[src/rtl/ces_pkg.sv]
// Shared sizing constants for the cell egress serializer.
// Assumes a word holds exactly two bytes.
package ces_pkg;
    localparam int unsigned CES_WORD_W     = 16;
    localparam int unsigned CES_BYTE_W     = 8;
    localparam int unsigned CES_CELL_WORDS = 27;
    // Byte position dropped in short-cell mode; must be odd (a lower half).
    localparam int unsigned CES_DROP_POS   = 5;
endpackage

[src/rtl/ces_sequencer.sv]
// Cell sequencer: decides when to fetch each word and tracks which byte of
// the cell is on the bus. Issues back-to-back fetches around the dropped
// byte in short-cell mode and chains cells when both ready inputs hold.
// Assumes DROP_POS is odd and smaller than the cell length in bytes.
module ces_sequencer #(
    parameter int unsigned CELL_WORDS = 27,
    parameter int unsigned DROP_POS   = 5,
    localparam int unsigned ADDR_W    = $clog2(CELL_WORDS),
    localparam int unsigned POS_W     = $clog2(2 * CELL_WORDS)
) (
    input  logic              clk,
    input  logic              rst_n,
    input  logic              go,
    input  logic              full_mode_in,
    output logic              rd_req,
    output logic [ADDR_W-1:0] word_addr,
    output logic              first_word,
    output logic              shift,
    output logic              clear,
    output logic              busy
);
    localparam logic [POS_W-1:0]  LAST_POS  = POS_W'(2 * CELL_WORDS - 1);
    localparam logic [POS_W-1:0]  SKIP_POS  = POS_W'(DROP_POS - 1);
    localparam logic [ADDR_W-1:0] LAST_WORD = ADDR_W'(CELL_WORDS - 1);
    localparam logic [ADDR_W-1:0] SKIP_WORD = ADDR_W'((DROP_POS - 1) / 2);

    logic [POS_W-1:0] pos_q;
    logic             full_q;
    logic             busy_q;
    logic             last_byte;
    logic             req_start;
    logic             req_next;
    logic             req_skip;

    // Request decode: new cell, next word after a lower byte, or skip fetch.
    always_comb begin
        last_byte  = busy_q && (pos_q == LAST_POS);
        req_start  = go && (!busy_q || last_byte);
        req_next   = busy_q && pos_q[0] && (pos_q[POS_W-1:1] < LAST_WORD);
        req_skip   = busy_q && !full_q && (pos_q == SKIP_POS);
        rd_req     = rst_n && (req_start || req_next || req_skip);
        first_word = (word_addr == '0);
        shift      = busy_q && !rd_req && !last_byte;
        clear      = last_byte && !rd_req;
        busy       = busy_q;
    end

    // Position, address and mode state updated on each fetch or byte step.
    always_ff @(posedge clk) begin
        if (!rst_n) begin
            busy_q    <= 1'b0;
            pos_q     <= '0;
            word_addr <= '0;
            full_q    <= 1'b1;
        end else if (rd_req) begin
            busy_q    <= 1'b1;
            pos_q     <= POS_W'({word_addr, 1'b0});
            word_addr <= (word_addr == LAST_WORD) ? '0 : word_addr + 1'b1;
            if (word_addr == '0) begin
                full_q <= full_mode_in;
            end
        end else if (clear) begin
            busy_q <= 1'b0;
            pos_q  <= '0;
        end else if (shift) begin
            pos_q <= pos_q + 1'b1;
        end
    end

    // in full mode a strobe is never followed by another.
    a_r3_single_strobe: assert property (@(posedge clk) disable iff (!rst_n)
        rd_req && busy_q && full_q |=> !rd_req);
    // in short mode the fetch of the word holding the dropped byte is
    // followed at once by the next fetch.
    a_r6_skip_chain: assert property (@(posedge clk) disable iff (!rst_n)
        rd_req && busy_q && !full_q && (word_addr == SKIP_WORD) |=> rd_req);
    // a started cell is not abandoned before its last byte.
    a_r2_no_abort: assert property (@(posedge clk) disable iff (!rst_n)
        busy_q && !last_byte |=> busy_q);
    // address stays within the cell.
    a_r4_addr_range: assert property (@(posedge clk) disable iff (!rst_n)
        word_addr <= LAST_WORD);
    // no fetch while idle without both ready inputs.
    a_r9_idle_quiet: assert property (@(posedge clk) disable iff (!rst_n)
        !busy_q && !go |-> !rd_req);
endmodule

[src/rtl/ces_byte_path.sv]
// Byte datapath: captures a fetched word, drives its upper byte at once,
// holds the lower byte for the following cycle, and flags the first byte.
// Assumes WORD_W is exactly twice BYTE_W.
module ces_byte_path #(
    parameter int unsigned WORD_W = 16,
    parameter int unsigned BYTE_W = 8,
    localparam int unsigned LANES = WORD_W / BYTE_W
) (
    input  logic              clk,
    input  logic              rst_n,
    input  logic              load,
    input  logic              first_word,
    input  logic              shift,
    input  logic              clear,
    input  logic [WORD_W-1:0] word_in,
    output logic [BYTE_W-1:0] tx_byte,
    output logic              tx_soc
);
    logic [BYTE_W-1:0] lane [LANES];
    logic [BYTE_W-1:0] hold_q;

    // Split the word into byte lanes, lane 0 being the upper half.
    for (genvar g = 0; g < LANES; g++) begin : g_lane
        assign lane[g] = word_in[(LANES-1-g)*BYTE_W +: BYTE_W];
    end

    // Output byte, held lower byte and start flag.
    always_ff @(posedge clk) begin
        if (!rst_n) begin
            tx_byte <= '0;
            hold_q  <= '0;
            tx_soc  <= 1'b0;
        end else if (load) begin
            tx_byte <= lane[0];
            hold_q  <= lane[1];
            tx_soc  <= first_word;
        end else if (shift) begin
            tx_byte <= hold_q;
            tx_soc  <= 1'b0;
        end else if (clear) begin
            tx_byte <= '0;
            tx_soc  <= 1'b0;
        end
    end

    // start flag lasts one byte.
    a_r7_soc_single: assert property (@(posedge clk) disable iff (!rst_n)
        tx_soc |=> !tx_soc);
endmodule

[src/rtl/cell_egress_serializer.sv]
// Top level: ties the sequencer and the byte datapath together and derives
// the active-low transmit enable from the sequencer's busy state.
// Assumes the buffer presents the word at word_addr in the strobe cycle.
module cell_egress_serializer
    import ces_pkg::*;
#(
    parameter int unsigned WORD_W     = CES_WORD_W,
    parameter int unsigned BYTE_W     = CES_BYTE_W,
    parameter int unsigned CELL_WORDS = CES_CELL_WORDS,
    parameter int unsigned DROP_POS   = CES_DROP_POS,
    localparam int unsigned ADDR_W    = $clog2(CELL_WORDS)
) (
    input  logic              clk,
    input  logic              rst_n,
    input  logic              cell_ready,
    input  logic              phy_cell_avail,
    input  logic              xlate_full,
    input  logic [WORD_W-1:0] word_in,
    output logic              rd_req,
    output logic [ADDR_W-1:0] word_addr,
    output logic              tx_en_n,
    output logic [BYTE_W-1:0] tx_byte,
    output logic              tx_soc
);
    logic go;
    logic first_word;
    logic shift;
    logic clear;
    logic busy;

    // Both ready conditions together allow a cell to start.
    assign go      = cell_ready && phy_cell_avail;
    assign tx_en_n = !busy;

    ces_sequencer #(
        .CELL_WORDS (CELL_WORDS),
        .DROP_POS   (DROP_POS)
    ) seq_i (
        .clk          (clk),
        .rst_n        (rst_n),
        .go           (go),
        .full_mode_in (xlate_full),
        .rd_req       (rd_req),
        .word_addr    (word_addr),
        .first_word   (first_word),
        .shift        (shift),
        .clear        (clear),
        .busy         (busy)
    );

    ces_byte_path #(
        .WORD_W (WORD_W),
        .BYTE_W (BYTE_W)
    ) path_i (
        .clk        (clk),
        .rst_n      (rst_n),
        .load       (rd_req),
        .first_word (first_word),
        .shift      (shift),
        .clear      (clear),
        .word_in    (word_in),
        .tx_byte    (tx_byte),
        .tx_soc     (tx_soc)
    );

    // the start flag only appears with the enable asserted.
    a_r7_soc_in_cell: assert property (@(posedge clk) disable iff (!rst_n)
        tx_soc |-> !tx_en_n);
    // a fetch while idle starts a cell on the next cycle.
    a_r1_start: assert property (@(posedge clk) disable iff (!rst_n)
        tx_en_n && rd_req |=> !tx_en_n && tx_soc);
endmodule

[config.mk]
export PLATFORM = sky130hd
export DESIGN_NAME = cell_egress_serializer
export DESIGN_NICKNAME = d
export VERILOG_FILES = /design/src/rtl/ces_pkg.sv /design/src/rtl/ces_sequencer.sv /design/src/rtl/ces_byte_path.sv /design/src/rtl/cell_egress_serializer.sv
export SDC_FILE = /design/constraint.sdc
export NUM_CORES = 1
export LEC_CHECK = 0
export ABC_AREA = 1
export CAP_MARGIN = 20
export CORE_MARGIN = 5
export CORE_UTILIZATION = 45
export DETAILED_ROUTE_END_ITERATION = 8
export PLACE_DENSITY = 0.75
export SLEW_MARGIN = 25
export SYNTH_ARGS = -nofsm -noshare
export SYNTH_HDL_FRONTEND = slang
export SYNTH_HIERARCHICAL = 1
export SYNTH_SLANG_ARGS = --single-unit
[constraint.sdc]
create_clock -name clk -period 3 [get_ports clk]
set_clock_uncertainty 0.05 [all_clocks]
set_input_delay 0.9 -clock clk [delete_from_list [all_inputs] [get_ports clk]]
set_output_delay 0.9 -clock clk [all_outputs]
set_load 0.05 [all_outputs]
==> run_results.csv <==
group,metric,value,unit
clock_network,cts_resized,0,
sta,rsz0062_at_grt,"false",
floorplanning,initial_utilization,46.38,%
clock_network,clk_latency,290,ps
clock_network,cts_sinks,30,
synthesis,ys.flop_type,"dfxtp_1",
sta,period_share,95.65,%
floorplanning,die_w,71.43,µm
clock_network,root_buffer,"clkbuf_8",
sta,slew_headroom,43.23,%
critical_path,cp_slowest_cell,"clkdlybuf4s50_1",
global_route,grt_max_degree,34,
route,first_pass_iters,5,
critical_path,rr_startpoint,"seq_i/pos_q[0]$_SDFFE_PP0N_",
sta,finalHoldViolCount,0,
sta,timing.fmax,348.5,MHz
clock_network,post-cts-setup-buffers,0,
power_and_ir_drop,powerDensity,460.0,nW/µm²
critical_path,max_stage_delay,450,ps
critical_path,worstSetupPathType,"input pin to output pin",
place,port_buffers,36,
critical_path,cp_max_fo,7,
route,wl_met1,1.732,mm
synthesis,syn-num-nets,266,
critical_path,cp_cell_sequence,"clkdlybuf4s50_1 -> nand2_1 -> inv_1 -> nand2_2 -> nand2_4 -> nand2_4 -> inv_6 -> buf_12",
synthesis,ys_ff_latch,30,
min_path,min_path_cells,2,
clock_network,cts_hold_buffers,0,
flow_run,maxCapViolCount,0,
min_path,hp-class,"flip-flop to flip-flop",
sta,fin_tns_setup,0,ps
place,dp_cells,319,
final_layout,layoutNonFillerInstCount,326,
critical_path,arrival,1920,ps
route,drtIter0Drc,67,
place,dp_slack,74.57,ps
power_and_ir_drop,p_total,1.003,mW
critical_path,reg2reg_to,"path_i/tx_byte[3]$_SDFFE_PN0P_",
final_layout,diodes,0,
route,via_per_inst,4.850,
synthesis,syn_inst,239,
global_route,grt_usage,16.19,%
route,wire_per_inst,11.51,µm
critical_path,cp_num_buf_inv,4,
clock_network,cts_tree,"yes",
floorplanning,core_area,3661,µm²
final_layout,final_common_cell,"nand2_1",
route,drc,0,
sta,setup_violations,0,
min_path,hold_start,"path_i/hold_q[5]$_SDFFE_PN0P_",
critical_path,required,2050,ps
clock_network,cts_made_buffers,5,
floorplanning,dieArea,5102,µm²
synthesis,syn_area,1698,µm²
critical_path,endpoint_kind,"output pin",
clock_network,ctsHtreeMaxLevel,2,
synthesis,ys_types,28,
route,finalWirelength,3.751,mm
sta,post-route-min-period,2870,ps
floorplanning,rows,22,
final_layout,multiInputGateArea,873.3,µm²
place,dp.final_hpwl,2.811,mm
route,dr_wl_met2,1.703,mm
critical_path,startpoint_type,"input pin",
place,gp_congestion,0.9197,
power_and_ir_drop,p_leak,0.9466,nW
global_route,overflow,0,
sta,whs,411.9,ps
route,vias,1581,
floorplanning,ios,37,
global_route,grt_pass1_wl,6.699,mm
global_route,grt_pass1_vias,1496,
final_layout,layout_common_cells,"57 x nand2_1, 35 x clkdlybuf4s50_1, 30 x dfxtp_1, 28 x inv_1, 25 x a21oi_1",
clock_network,clk_pin_slew,60,ps
synthesis,yosys_warnings,6,
synthesis,synth_area_per_cell,7.104,µm²
final_layout,drive_gt1_share,11.87,%
final_layout,n_fill_cell,352,
power_and_ir_drop,ir_drop,0.0002736,V
route,ant_nets,0,
final_layout,final_nets,305,
floorplanning,die_y,71.43,µm
synthesis,ys_seq_area_share,35.37,%
clock_network,clock_path_buffers,2,
sta,fin_ws,130.5,ps
min_path,hold_path_end,"path_i/hold_q[5]$_SDFFE_PN0P_",
synthesis,synthArstFlopShare,0,%
sta,tightest_slew,848.5,ps
critical_path,r2r_cells,15,
sta,drv_slew,0,
run_status,status,"completed",
route,top_layer_used,"met4",
final_layout,regArea,600.6,µm²
final_layout,syn2layout_area_growth,28.45,%
synthesis,synth_edf_count,0,
global_route,grt_antenna_before_repair,0,
route,dr_wl_met3,256,µm
critical_path,path_common_cell,"nand2_4",
critical_path,critical_path.top_delay_family,"buffers and inverters",
critical_path,ff2ff_setup_slack,550,ps
cell type report:
class                   instances  area share [%]
well taps                      48           2.754
flip-flops and latches         30           27.54
multi-input cells             167           40.05
clock buffers                   6           3.787
repair buffers                 39           18.01
clock inverters                 1           1.377
inverters                      35           6.483
metal layers:
metal | vias up | global-route usage, %
met5 | - | 0
met4 | 0 | 5.637
met3 | 6 | 5.610
met2 | 39 | 26.02
met1 | 711 | 20.07
li1 | 825 | -
cells by family after synthesis:
kind of cell | after synthesis | synth area share (%)
buf+inv | 42 | 13.19
compound gates | 34 | 10.69
fa+ha+maj | 6 | 4.421
xor+xnor | 5 | 2.579
simple gates | 122 | 33.75
flops | 30 | 35.37
cells in the mapped netlist (4+ instances only):
cell type,count,area share (%)
a21oi_1,25,7.4
dfxtp_1,30,35
ha_1,6,4.4
inv_1,28,6.2
inv_2,4,0.88
nand2_1,57,13
nand2_2,5,1.8
nand3_1,24,7.1
nor2_1,21,4.6
nor2_2,5,1.8
o21ai_0,4,1.2
xor2_1,5,2.6
registers in the layout (all words and copies together), names as in the netlist:
register and count:
path_i/tx_soc 1, seq_i/full_q 1, path_i/tx_byte 8, seq_i/pos_q 6
seq_i/busy 1, path_i/hold_q 8, seq_i/word_addr 5
where the power goes:
part	leakage (nW)	switching, mW	internal [mW]	total (mW)
combinational	0.646	0.0978	0.0652	0.163
sequential	0.244	0.0124	0.414	0.426
clock	0.0573	0.149	0.265	0.414
worst register-to-register path: cells and delay by family (launching register included):
family | cells | cell delay (ps)
buffers and inverters | 3 | 170
AND/OR/NAND/NOR | 10 | 1390
AO/OA/AOI/OAI | 1 | 110
adder cells (fa/ha/maj) | 1 | 190
flip-flops | 1 | 440
how the worst max path moves through the flow:
stage / from / endpoint / slack [ps] / cells past startpoint
final: cell_ready / rd_req / 130 / 8
after global routing: phy_cell_avail / rd_req / 60 / 8
after CTS: phy_cell_avail / rd_req / 120 / 8
after detailed placement: cell_ready / path_i/tx_byte[3]$_SDFFE_PN0P_ / 70 / 12
after global placement: cell_ready / path_i/tx_byte[4]$_SDFFE_PN0P_ / 120 / 12
after floorplan: cell_ready / rd_req / 650 / 6
through the flow:
stage / area, µm² / utilization (%)
global placement: 2068 / 56.49
CTS: 2181 / 59.57
detailed placement: 2068 / 56.49
global route: 2181 / 59.57
floorplan: 1698 / -
finish: 2181 / 59.57
No activity file was read; power rests on OpenSTA's default activity.
